$ cat src/rtl/tod_pkg.sv
package tod_pkg;
  localparam int DATA_W     = 32;
  localparam int ADDR_W     = 3;
  localparam int SEC_W      = 48;
  localparam int NS_W       = 30;
  localparam int IVL_W      = 30;
  localparam int NS_PER_SEC = 1_000_000_000;

  typedef enum logic [1:0] {
    ACT_IDLE  = 2'd0,
    ACT_SAVE  = 2'd1,
    ACT_LOAD  = 2'd2,
    ACT_DELTA = 2'd3
  } act_e;

  localparam logic [ADDR_W-1:0] A_ACT  = 3'd0;
  localparam logic [ADDR_W-1:0] A_SHI  = 3'd1;
  localparam logic [ADDR_W-1:0] A_SLO  = 3'd2;
  localparam logic [ADDR_W-1:0] A_SNS  = 3'd3;
  localparam logic [ADDR_W-1:0] A_TIVL = 3'd4;
  localparam logic [ADDR_W-1:0] A_TCTL = 3'd5;

  typedef struct packed {
    logic [SEC_W-1:0] sec;
    logic [NS_W-1:0]  ns;
  } tod_t;
endpackage

$ cat src/rtl/tod_regs.sv
module tod_regs
  import tod_pkg::*;
(
  input  logic              clk_i,
  input  logic              rst_ni,
  input  logic              we_i,
  input  logic [ADDR_W-1:0] addr_i,
  input  logic [DATA_W-1:0] wdata_i,
  output logic [DATA_W-1:0] rdata_o,
  input  tod_t              live_i,
  output logic [SEC_W-1:0]  sh_sec_o,
  output logic [DATA_W-1:0] sh_ns_o,
  output logic              do_load_o,
  output logic              do_delta_o,
  output logic [IVL_W-1:0]  trim_ivl_o,
  output logic              trim_unit_o,
  output logic              trim_en_o,
  output logic              trim_dir_o,
  output logic              trim_clr_o
);
  localparam int HI_W = SEC_W - DATA_W;

  act_e              act_q;
  logic [SEC_W-1:0]  sh_sec_q;
  logic [DATA_W-1:0] sh_ns_q;
  logic [IVL_W-1:0]  ivl_q;
  logic              unit_q, en_q, dir_q;
  logic              act_wr, do_save;

  assign act_wr     = we_i && (addr_i == A_ACT);
  assign do_save    = act_wr && (wdata_i[1:0] == ACT_SAVE);
  assign do_load_o  = act_wr && (wdata_i[1:0] == ACT_LOAD);
  assign do_delta_o = act_wr && (wdata_i[1:0] == ACT_DELTA);
  assign trim_clr_o = we_i && ((addr_i == A_TIVL) || (addr_i == A_TCTL));

  always_ff @(posedge clk_i or negedge rst_ni) begin
    if (!rst_ni) begin
      act_q    <= ACT_IDLE;
      sh_sec_q <= '0;
      sh_ns_q  <= '0;
      ivl_q    <= '0;
      unit_q   <= 1'b0;
      en_q     <= 1'b0;
      dir_q    <= 1'b0;
    end else if (we_i) begin
      unique case (addr_i)
        A_ACT: begin
          act_q <= act_e'(wdata_i[1:0]);
          if (do_save) begin
            sh_sec_q <= live_i.sec;
            sh_ns_q  <= {{(DATA_W-NS_W){1'b0}}, live_i.ns};
          end
        end
        A_SHI:  sh_sec_q[SEC_W-1:DATA_W] <= wdata_i[HI_W-1:0];
        A_SLO:  sh_sec_q[DATA_W-1:0]     <= wdata_i;
        A_SNS:  sh_ns_q                  <= wdata_i;
        A_TIVL: begin
          ivl_q  <= wdata_i[IVL_W-1:0];
          unit_q <= wdata_i[IVL_W];
        end
        A_TCTL: begin
          en_q  <= wdata_i[0];
          dir_q <= wdata_i[1];
        end
        default: ;
      endcase
    end
  end

  always_comb begin
    rdata_o = '0;
    unique case (addr_i)
      A_ACT:  rdata_o = {{(DATA_W-2){1'b0}}, act_q};
      A_SHI:  rdata_o = {{(DATA_W-HI_W){1'b0}}, sh_sec_q[SEC_W-1:DATA_W]};
      A_SLO:  rdata_o = sh_sec_q[DATA_W-1:0];
      A_SNS:  rdata_o = sh_ns_q;
      A_TIVL: rdata_o = {{(DATA_W-IVL_W-1){1'b0}}, unit_q, ivl_q};
      A_TCTL: rdata_o = {{(DATA_W-2){1'b0}}, dir_q, en_q};
      default: rdata_o = '0;
    endcase
  end

  assign sh_sec_o    = sh_sec_q;
  assign sh_ns_o     = sh_ns_q;
  assign trim_ivl_o  = ivl_q;
  assign trim_unit_o = unit_q;
  assign trim_en_o   = en_q;
  assign trim_dir_o  = dir_q;

  // shadow set only moves on a bus write
  p_shadow_hold_r5: assert property (@(posedge clk_i) disable iff (!rst_ni)
    !we_i |=> ($stable(sh_ns_q) && $stable(sh_sec_q)));
endmodule

$ cat src/rtl/tod_trim.sv
module tod_trim
  import tod_pkg::*;
#(
  parameter int NS_PER_CYCLE = 8
) (
  input  logic             clk_i,
  input  logic             rst_ni,
  input  logic [IVL_W-1:0] ivl_i,
  input  logic             unit_i,
  input  logic             en_i,
  input  logic             clr_i,
  output logic             pulse_o
);
  localparam int ACC_W = 32;
  localparam logic [ACC_W-1:0] STEP_NS = ACC_W'(NS_PER_CYCLE);
  localparam logic [ACC_W-1:0] STEP_PS = ACC_W'(NS_PER_CYCLE * 1000);

  logic [ACC_W-1:0] acc_q, acc_d, step;
  logic [ACC_W:0]   nxt, ivl_x, rem;
  logic             active;

  always_comb begin
    step    = unit_i ? STEP_NS : STEP_PS;
    nxt     = {1'b0, acc_q} + {1'b0, step};
    ivl_x   = {{(ACC_W+1-IVL_W){1'b0}}, ivl_i};
    rem     = nxt - ivl_x;
    active  = en_i && (ivl_i != '0);
    pulse_o = active && (nxt >= ivl_x);
    if (clr_i || !active)  acc_d = '0;
    else if (pulse_o)      acc_d = (rem >= ivl_x) ? '0 : ACC_W'(rem);
    else                   acc_d = ACC_W'(nxt);
  end

  always_ff @(posedge clk_i or negedge rst_ni) begin
    if (!rst_ni) acc_q <= '0;
    else         acc_q <= acc_d;
  end

  p_acc_bound_r10: assert property (@(posedge clk_i) disable iff (!rst_ni)
    (active && !clr_i) |=> ({1'b0, acc_q} < ivl_x));
  p_off_r11: assert property (@(posedge clk_i) disable iff (!rst_ni)
    !en_i |-> !pulse_o);
endmodule

$ cat src/rtl/tod_counter.sv
module tod_counter
  import tod_pkg::*;
#(
  parameter int NS_PER_CYCLE = 8
) (
  input  logic              clk_i,
  input  logic              rst_ni,
  input  logic              load_i,
  input  logic              delta_i,
  input  logic [SEC_W-1:0]  sh_sec_i,
  input  logic [DATA_W-1:0] sh_ns_i,
  input  logic              trim_pulse_i,
  input  logic              trim_dir_i,
  output tod_t              tod_o
);
  localparam int SW = 34;
  localparam logic signed [SW-1:0] INC_S = SW'(NS_PER_CYCLE);
  localparam logic signed [SW-1:0] NSPS  = SW'(NS_PER_SEC);
  localparam logic signed [SW-1:0] DMAX  = SW'(NS_PER_SEC / 2 - 1);
  localparam logic [NS_W-1:0] NS_NEG_BASE = NS_W'(NS_PER_SEC - 16);
  localparam logic [NS_W-1:0] NS_TOP      = NS_W'(NS_PER_SEC - 1);

  logic [SEC_W-1:0]       sec_q, sec_d;
  logic [NS_W-1:0]        ns_q, ns_d;
  logic signed [SW-1:0]   inc, dfull, dsat, sum;

  always_comb begin
    inc = INC_S;
    if (trim_pulse_i) inc = trim_dir_i ? INC_S - SW'(1) : INC_S + SW'(1);
    dfull = $signed({{(SW-DATA_W){sh_ns_i[DATA_W-1]}}, sh_ns_i});
    if (dfull > DMAX)       dsat = DMAX;
    else if (dfull < -DMAX) dsat = -DMAX;
    else                    dsat = dfull;
    sum = $signed({{(SW-NS_W){1'b0}}, ns_q}) + inc + (delta_i ? dsat : '0);
    sec_d = sec_q;
    if (sum < 0) begin
      ns_d  = NS_W'(sum + NSPS);
      sec_d = sec_q - SEC_W'(1);
    end else if (sum >= NSPS) begin
      ns_d  = NS_W'(sum - NSPS);
      sec_d = sec_q + SEC_W'(1);
    end else begin
      ns_d  = NS_W'(sum);
    end
    if (load_i) begin
      sec_d = sh_sec_i;
      if (sh_ns_i[DATA_W-1:4] == 28'h3FF_FFFF) begin
        // encoded negative: previous second
        sec_d = sh_sec_i - SEC_W'(1);
        ns_d  = NS_NEG_BASE + {{(NS_W-4){1'b0}}, sh_ns_i[3:0]};
      end else if (sh_ns_i >= DATA_W'(NS_PER_SEC)) begin
        ns_d = NS_TOP;
      end else begin
        ns_d = sh_ns_i[NS_W-1:0];
      end
    end
  end

  always_ff @(posedge clk_i or negedge rst_ni) begin
    if (!rst_ni) begin
      sec_q <= '0;
      ns_q  <= '0;
    end else begin
      sec_q <= sec_d;
      ns_q  <= ns_d;
    end
  end

  assign tod_o.sec = sec_q;
  assign tod_o.ns  = ns_q;

  p_ns_range_r3: assert property (@(posedge clk_i) disable iff (!rst_ni)
    ns_q < NS_W'(NS_PER_SEC));
  p_step_r2: assert property (@(posedge clk_i) disable iff (!rst_ni)
    (!load_i && !delta_i && !trim_pulse_i && ns_q < NS_W'(NS_PER_SEC - NS_PER_CYCLE))
    |=> (ns_q == $past(ns_q) + NS_W'(NS_PER_CYCLE)) && $stable(sec_q));
  p_wrap_r3: assert property (@(posedge clk_i) disable iff (!rst_ni)
    (!load_i && !delta_i && !trim_pulse_i && ns_q >= NS_W'(NS_PER_SEC - NS_PER_CYCLE))
    |=> (sec_q == $past(sec_q) + SEC_W'(1)) &&
        ({2'b0, ns_q} == {2'b0, $past(ns_q)} + 32'(NS_PER_CYCLE) - 32'(NS_PER_SEC)));
  p_load_r7: assert property (@(posedge clk_i) disable iff (!rst_ni)
    (load_i && sh_ns_i < DATA_W'(NS_PER_SEC))
    |=> (ns_q == $past(sh_ns_i[NS_W-1:0])) && (sec_q == $past(sh_sec_i)));
endmodule

$ cat src/rtl/tod_clock.sv
module tod_clock
  import tod_pkg::*;
#(
  parameter int NS_PER_CYCLE = 8
) (
  input  logic              clk_i,
  input  logic              rst_ni,
  input  logic              bus_we_i,
  input  logic [ADDR_W-1:0] bus_addr_i,
  input  logic [DATA_W-1:0] bus_wdata_i,
  output logic [DATA_W-1:0] bus_rdata_o,
  output logic [SEC_W-1:0]  tod_sec_o,
  output logic [NS_W-1:0]   tod_ns_o
);
  tod_t              live;
  logic [SEC_W-1:0]  sh_sec;
  logic [DATA_W-1:0] sh_ns;
  logic              do_load, do_delta;
  logic [IVL_W-1:0]  trim_ivl;
  logic              trim_unit, trim_en, trim_dir, trim_clr, trim_pulse;

  tod_regs u_regs (
    .clk_i       (clk_i),
    .rst_ni      (rst_ni),
    .we_i        (bus_we_i),
    .addr_i      (bus_addr_i),
    .wdata_i     (bus_wdata_i),
    .rdata_o     (bus_rdata_o),
    .live_i      (live),
    .sh_sec_o    (sh_sec),
    .sh_ns_o     (sh_ns),
    .do_load_o   (do_load),
    .do_delta_o  (do_delta),
    .trim_ivl_o  (trim_ivl),
    .trim_unit_o (trim_unit),
    .trim_en_o   (trim_en),
    .trim_dir_o  (trim_dir),
    .trim_clr_o  (trim_clr)
  );

  tod_trim #(.NS_PER_CYCLE(NS_PER_CYCLE)) u_trim (
    .clk_i   (clk_i),
    .rst_ni  (rst_ni),
    .ivl_i   (trim_ivl),
    .unit_i  (trim_unit),
    .en_i    (trim_en),
    .clr_i   (trim_clr),
    .pulse_o (trim_pulse)
  );

  tod_counter #(.NS_PER_CYCLE(NS_PER_CYCLE)) u_cnt (
    .clk_i        (clk_i),
    .rst_ni       (rst_ni),
    .load_i       (do_load),
    .delta_i      (do_delta),
    .sh_sec_i     (sh_sec),
    .sh_ns_i      (sh_ns),
    .trim_pulse_i (trim_pulse),
    .trim_dir_i   (trim_dir),
    .tod_o        (live)
  );

  assign tod_sec_o = live.sec;
  assign tod_ns_o  = live.ns;
endmodule

$ cat config.mk
export PLATFORM = sky130hd
export DESIGN_NAME = tod_clock
export DESIGN_NICKNAME = d
export VERILOG_FILES = /design/src/rtl/tod_pkg.sv /design/src/rtl/tod_regs.sv /design/src/rtl/tod_trim.sv /design/src/rtl/tod_counter.sv /design/src/rtl/tod_clock.sv
export SDC_FILE = /design/constraint.sdc
export NUM_CORES = 1
export LEC_CHECK = 0
export ABC_AREA = 1
export BUFFER_PORTS_ARGS = -buffer_cell sky130_fd_sc_hd__buf_2
export CORE_UTILIZATION = 44
export DETAILED_ROUTE_END_ITERATION = 16
export GPL_TIMING_DRIVEN = 0
export PLACE_DENSITY = 0.75
export SLEW_MARGIN = 15
export SYNTH_ARGS = -nofsm -noshare
export SYNTH_HDL_FRONTEND = slang
export SYNTH_SLANG_ARGS = --single-unit
export TNS_END_PERCENT = 30
$ cat constraint.sdc
create_clock -name clk_i -period 8.8 [get_ports clk_i]
set_clock_uncertainty 0.15 [all_clocks]
set_input_delay 0.88 -clock clk_i [delete_from_list [all_inputs] [get_ports clk_i]]
set_output_delay 0.88 -clock clk_i [all_outputs]
set_load 0.05 [all_outputs]
# After elaboration in Yosys (flattened, before gate mapping)
# Cells that the tools add are included.
totals:
  ff_bits: 225
  latch_bits: 0
  ram_bits: 0
  romBits: 0
  input_bits: 38
  out_inout_bits: 110
  word_cells: 84
  memories: 0
classes:
  n_addsub: 10
  mul: 0
  div_mod_pow: 0
  n_lt_le_gt_ge: 7
  eq_ne: 10
  shifts: 0
  muxes: 24
  n_bitwise: 0
  n_reduce_logical: 22
ops:
  columns: ["operator", "count"]
  rows:
  - ["$mux 48", 5]
  - ["$pmux 32 s6", 1]
  - ["$mux 30", 5]
  - ["$mux 34", 4]
  - ["$mux 32", 4]
  - ["$pmux 32 s2", 2]
  - ["$sub 48x1->48 const B", 2]
  - ["$ge 33x30->1", 2]
  - ["$add 48x1->48 const B", 1]
  - ["$add 30x34->34", 1]
  - ["$add 34x34->34", 1]
  - ["$ge 34x31->1 const B", 1]
  - ["$lt 34x1->1 const B", 1]
  - ["$add 32x32->33", 1]
  - ["$sub 33x30->33", 1]
  - ["$ge 32x30->1 const B", 1]
  - ["$gt 32x30->1 const B", 1]
  - ["$lt 32x30->1 const B", 1]
  - ["$pmux 16 s2", 1]
  - ["$add 30x28->30 const B", 1]
  - ["$reduce_bool 30->1", 1]
  - ["$sub 30x28->30 const B", 1]
  - ["$add 28x5->29 const A", 1]
  - ["$eq 28x26->1 const B", 1]
  - ["16 further kinds", 32]

# Logic depth before layout (Yosys ltp)
depth:
  ltp_word: 11
  mapped_depth: 60
  mapped_depth_nobuf: 59

# Modules after synthesis
# A second synthesis with hierarchy kept.
unflattened:
  hier_cells: 3973
  area_unflattened_um2: 24179.4
by_module_without_submodules:
  columns: ["mod", "n_inst", "cells_each", "area_per_inst_um2", "seq_area_each_um2"]
  rows:
  - ["tod_counter", 1, 2308, 12971.2, 1951.9]
  - ["tod_regs", 1, 915, 6267.3, 2877.8]
  - ["tod_trim", 1, 750, 4941.0, 800.8]

# Worst setup path after synthesis
# Ideal clock, no wire load.
synth_path:
  path_kind: "register to register"
  startpoint: "register u_regs.unit_q (netlist: u_regs.trim_unit_o)"
  endpoint: "register u_cnt.sec_q[36]"
  setup_time_ps: 123
  arrival_ps: 8101
  slack_ps: 426
  path_stages_with_launch: 56
  cell_sequence: "dfrtp_1 -> inv_1 -> ha_1 -> nand2_1 -> nor3_1 -> nand2_1 -> nand2_1 -> nand2_1 -> nand2_1 -> a21oi_1 -> nor2_1 -> nand2_1 -> nor2_1 -> nand4_1 -> xor2_1 -> inv_1 -> ha_1 -> nand2_1 -> (+20 left out) -> nand3_1 -> nand2_1 -> nand2_1 -> nand3_1 -> inv_1 -> buf_2 -> ha_1 -> a21oi_1 -> nand2_1 -> nand3_1 -> nand3_1 -> a21oi_1 -> o21ai_0 -> nand3_1 -> o2111ai_1 -> or2_2 -> a21oi_1 -> o21ai_1"
synth_via:
  elab_chain_len: 10
  word_cells_on_any_way: 12
synth_rtl:
  columns: ["element", "line_no", "rtl"]
  rows:
  - ["start, declared", "tod_regs.sv:27", "logic unit_q, en_q, dir_q;"]
  - ["start signal, assigned", "tod_regs.sv:59", "unit_q <= wdata_i[IVL_W];"]
  - ["$mux 13 (*)", "tod_trim.sv:23", "step = unit_i ? STEP_NS : STEP_PS;"]
  - ["$add 32x32->33 (*)", "tod_trim.sv:24", "nxt = {1'b0, acc_q} + {1'b0, step};"]
  - ["$ge 33x30->1 (*)", "tod_trim.sv:28", "pulse_o = active && (nxt >= ivl_x);"]
  - ["$logic_and 1x1->1 (*)", "tod_trim.sv:28", null]
  - ["$mux 34 (*)", "tod_counter.sv:29", "if (trim_pulse_i) inc = trim_dir_i ? INC_S - SW'(1) : INC_S + SW'(1);"]
  - ["$add 30x34->34 (*)", "tod_counter.sv:34", "sum = $signed({{(SW-NS_W){1'b0}}, ns_q}) + inc + (delta_i ? dsat : '0);"]
  - ["$add 34x34->34 (*)", "tod_counter.sv:34", null]
  - ["$lt 34x1->1", "tod_counter.sv:36", "if (sum < 0) begin"]
  - ["$mux 48", "tod_counter.sv:36", null]
  - ["$mux 48", "tod_counter.sv:45", "if (load_i) begin"]
  - ["end signal, assigned", "tod_counter.sv:61", "sec_q <= '0;"]
  - ["end signal, assigned", "tod_counter.sv:64", "sec_q <= sec_d;"]
  - ["end, declared", "tod_counter.sv:23", "logic [SEC_W-1:0] sec_q, sec_d;"]
# Every way passes the cells marked *; elsewhere a longest branch is shown, timed or not.
# A chain may end at the register's enable or synchronous reset.

# Final worst setup path
layout_path:
  startpoint: "register u_regs.unit_q (netlist: u_regs.trim_unit_o)"
  endpoint: "register u_cnt.sec_q[35]"
# Same word-level chain as after synthesis.

==> run_results.csv <==
group,metric,value,unit
status,status,"complete, no violations",
logic_synthesis,synth_top_area_share,0.243,
setup_path,critPathLaunch,"u_regs.trim_unit_o",
drt,num_vias,27300,
drt,drt-pass1-iter-count,6,
power,peakVddDrop,0.202,mV
setup_path,startpoint_type,"register",
logic_synthesis,synth-main-ff-cell,"dfrtp_1",
logic_synthesis,ys_top_cells_by_area,"dfrtp_1 24%, nand2_1 16%, ha_1 9.4%",
grt,grt_max_degree,88,
timing,finalSetupViolations,0,
grt,gr-max-usage-layer,"met2",
cts,cts-root-buf,"clkbuf_16",
grt,globalRouteMet1Util,0.462,
cts,clkSinkCount,225,
power,finalPower,7.71,mW
timing,relSlewSlack,0.289,
finish,drive_above_1_share,0.138,
logic_synthesis,synth-seq-area-share,0.243,
logic_synthesis,synth.largest_area_cell,"dfrtp_1",
logic_synthesis,yosysWarningCount,0,
flow_run,cap_violations,0,
timing,min_period,8580,ps
floorplanning,die_area,53700,sq um
setup_path,worstSetupEndpointType,"register",
finish,nets,4157,
power,leakagePower,13.7,nW
floorplanning,rows,83,
hold_path,hp-class,"in2async",
logic_synthesis,yosysMostFrequentCell,"nand2_1",
logic_synthesis,async_reset_ff_frac,1.00,
cts,clk_latency,560,ps
setup_path,max_stage_delay,460,ps
timing,fmax,117,MHz
drt,drc,0,
setup_path,path_class,"reg2reg",
logic_synthesis,synthesis.area,23200,sq um
floorplanning,core_area,51700,sq um
logic_synthesis,synth_common_cells,"1018 x nand2_1, 547 x inv_1, 354 x nor2_1",
grt,antenna_found_initial,2,
finish,instances_no_fill,4639,
placed_design,dpl.hpwl,78.6,mm
power,cellPowerDensity,279,nW/um^2
placed_design,placed_area,24900,sq um
placed_design,io_buffers,146,
timing,tightest_slew,1070,ps
timing,hold_viol,0,
floorplanning,io_pins,148,
floorplanning,die_h,232,um
timing,fin_crit_sh,0.975,
logic_synthesis,synth_edf_count,0,
placed_design,gp_congestion,1.08,
grt,grt_first_pass_wirelength,145,mm
logic_synthesis,synth_seq_cells,225,
timing,final-max-slew-violation-count,0,
cts,cts_tree,"built",
setup_path,critPathSlowestCell,"fa_1",
placed_design,place_inst,4533,
logic_synthesis,syn_avg_cell_area,6.26,sq um
grt,grt_usage,0.356,
finish,area_delta_synth_final,19.2,%
setup_path,crit_fanout,7,
logic_synthesis,synth_cell_types,55,
setup_path,r2r-start,"u_regs.trim_unit_o",
setup_path,cp.arrival,8850,ps
finish,fin_area,27600,sq um
grt,use_met2,0.551,
drt,vias_per_cell,5.88,
drt,totalWireLength,100,mm
cts,cts_made_buffers,27,
cts,cts_buffer_depth,3,
grt,grt-ovfl-total,0,
grt,globalRouteMet3Util,0.0834,
floorplanning,initial_core_util,0.449,
grt,grt_pass1_vias,24900,
drt,initialDrtViolationCount,3265,
logic_synthesis,synth_cells,3704,
floorplanning,fp.dieW,232,um
drt,routedWlPerCell,21.5,um
finish,postLayoutCoreUtil,0.535,
drt,ant_nets,0,
cts,htreeDepth,1,
cts,clk_pin_slew_worst_paths,60,ps
setup_path,required,9080,ps
==> final timing paths <==
path                                    to  slack, ps  depth (start not counted)
min in group clk_i         u_regs.act_q[0]        340                          2
max                        u_cnt.sec_q[35]        220                         55
min                        u_trim.acc_q[8]        130                          1
max in group asynchronous   u_cnt.sec_q[6]       7110                          3
min reg2reg                u_regs.act_q[0]        340                          2
max reg2reg                u_cnt.sec_q[35]        220                         55
==> critical path: cells and delay by family, from the launching register on <==
kind                     cells  cell delay [ps]
flip-flops                   1              390
XOR/XNOR                     1              160
AO/OA/AOI/OAI                6              850
AND/OR/NAND/NOR             29             3410
adder cells (fa/ha/maj)      6             1870
buffers and inverters       13             1590
==> repair_timing <==
item / in CTS / in global routing
buffers inserted: 15 / 35
endpoints found under the hold margin: 0 / 0
cloned: 2 / 3
pin swaps: 20 / 67
hold buffers: 0 / 0
endpoints found under the setup margin: 68 / 45
resized for setup: 142 / 143
==> power breakdown <==
| part | internal (mW) | switching [mW] |
|---|---|---|
| Sequential | 1.35 | 0.604 |
| Combinational | 1.42 | 3.19 |
| Clock | 0.669 | 0.482 |
| Total | 3.43 | 4.28 |
==> layout by cell type (no fill, tap or decap), types with 9 or more instances in the layout <==
| cell type | count |
|---|---|
| buf_4 | 54 |
| nor2_1 | 328 |
| xnor2_1 | 30 |
| o21ai_0 | 257 |
| o211ai_1 | 80 |
| ha_4 | 48 |
| nand3_2 | 15 |
| inv_1 | 535 |
| nor2_2 | 32 |
| a21oi_1 | 186 |
| inv_2 | 20 |
| o21a_1 | 9 |
| nor3_2 | 9 |
| a31oi_1 | 48 |
| nand3_1 | 182 |
| o22ai_1 | 24 |
| nor4_1 | 16 |
| nand4_1 | 94 |
| o221ai_1 | 13 |
| o21ai_1 | 18 |
| buf_2 | 155 |
| ha_1 | 126 |
| nand2_1 | 993 |
| a21oi_2 | 41 |
| xor2_1 | 68 |
| or2_2 | 12 |
| clkbuf_1 | 75 |
| clkbuf_16 | 30 |
| nor2_4 | 10 |
| nand2_2 | 36 |
| nor3_1 | 38 |
| dfrtp_1 | 225 |
| a21o_1 | 9 |
==> sequential cells by signal (all words and copies together), names as in the netlist <==
name                count
u_cnt.ns_q             30
u_cnt.sec_q            48
u_regs.act_q            2
u_regs.sh_ns_o         32
u_regs.sh_sec_o        48
u_regs.trim_dir_o       1
u_regs.trim_en_o        1
u_regs.trim_ivl_o      30
u_regs.trim_unit_o      1
u_trim.acc_q           32
==> layer usage <==
layer,vias to the layer above,routed length (um)
met4,4,6030
met5,-,27
met3,342,12000
met1,12600,38800
li1,12700,-
met2,1591,43100
==> per-stage QoR <==
stage	hold WS [ps]	setup slack [ps]	TNS [ps]
6_report	133	222	0
5_1_grt	180	-255	-1420
4_1_cts	156	14.5	0
3_5_place_dp	318	-2690	-100270
3_3_place_gp	315	-2720	-97290
2_1_floorplan	292	426	0
==> layout make-up <==
class	instances	area, sq um
flip-flops and latches	225	5630
multi-input cells	2825	16400
clock buffers	38	777
clock inverters	10	103
well taps	680	851
plain buffers	96	467
inverters	559	2120
fillers	5127	24100
diodes	3	7.51
repair buffers	203	1310
==> kinds of logic after synthesis <==
kind of cell             share of synthesized area
buffers and inverters                        0.110
XOR/XNOR                                    0.0377
adder cells (fa/ha/maj)                      0.100
AO/OA/AOI/OAI                                0.182
other                                     0.000162
AND/OR/NAND/NOR                              0.327
flip-flops                                   0.243
Note: power is estimated with default switching activity, not from simulation.
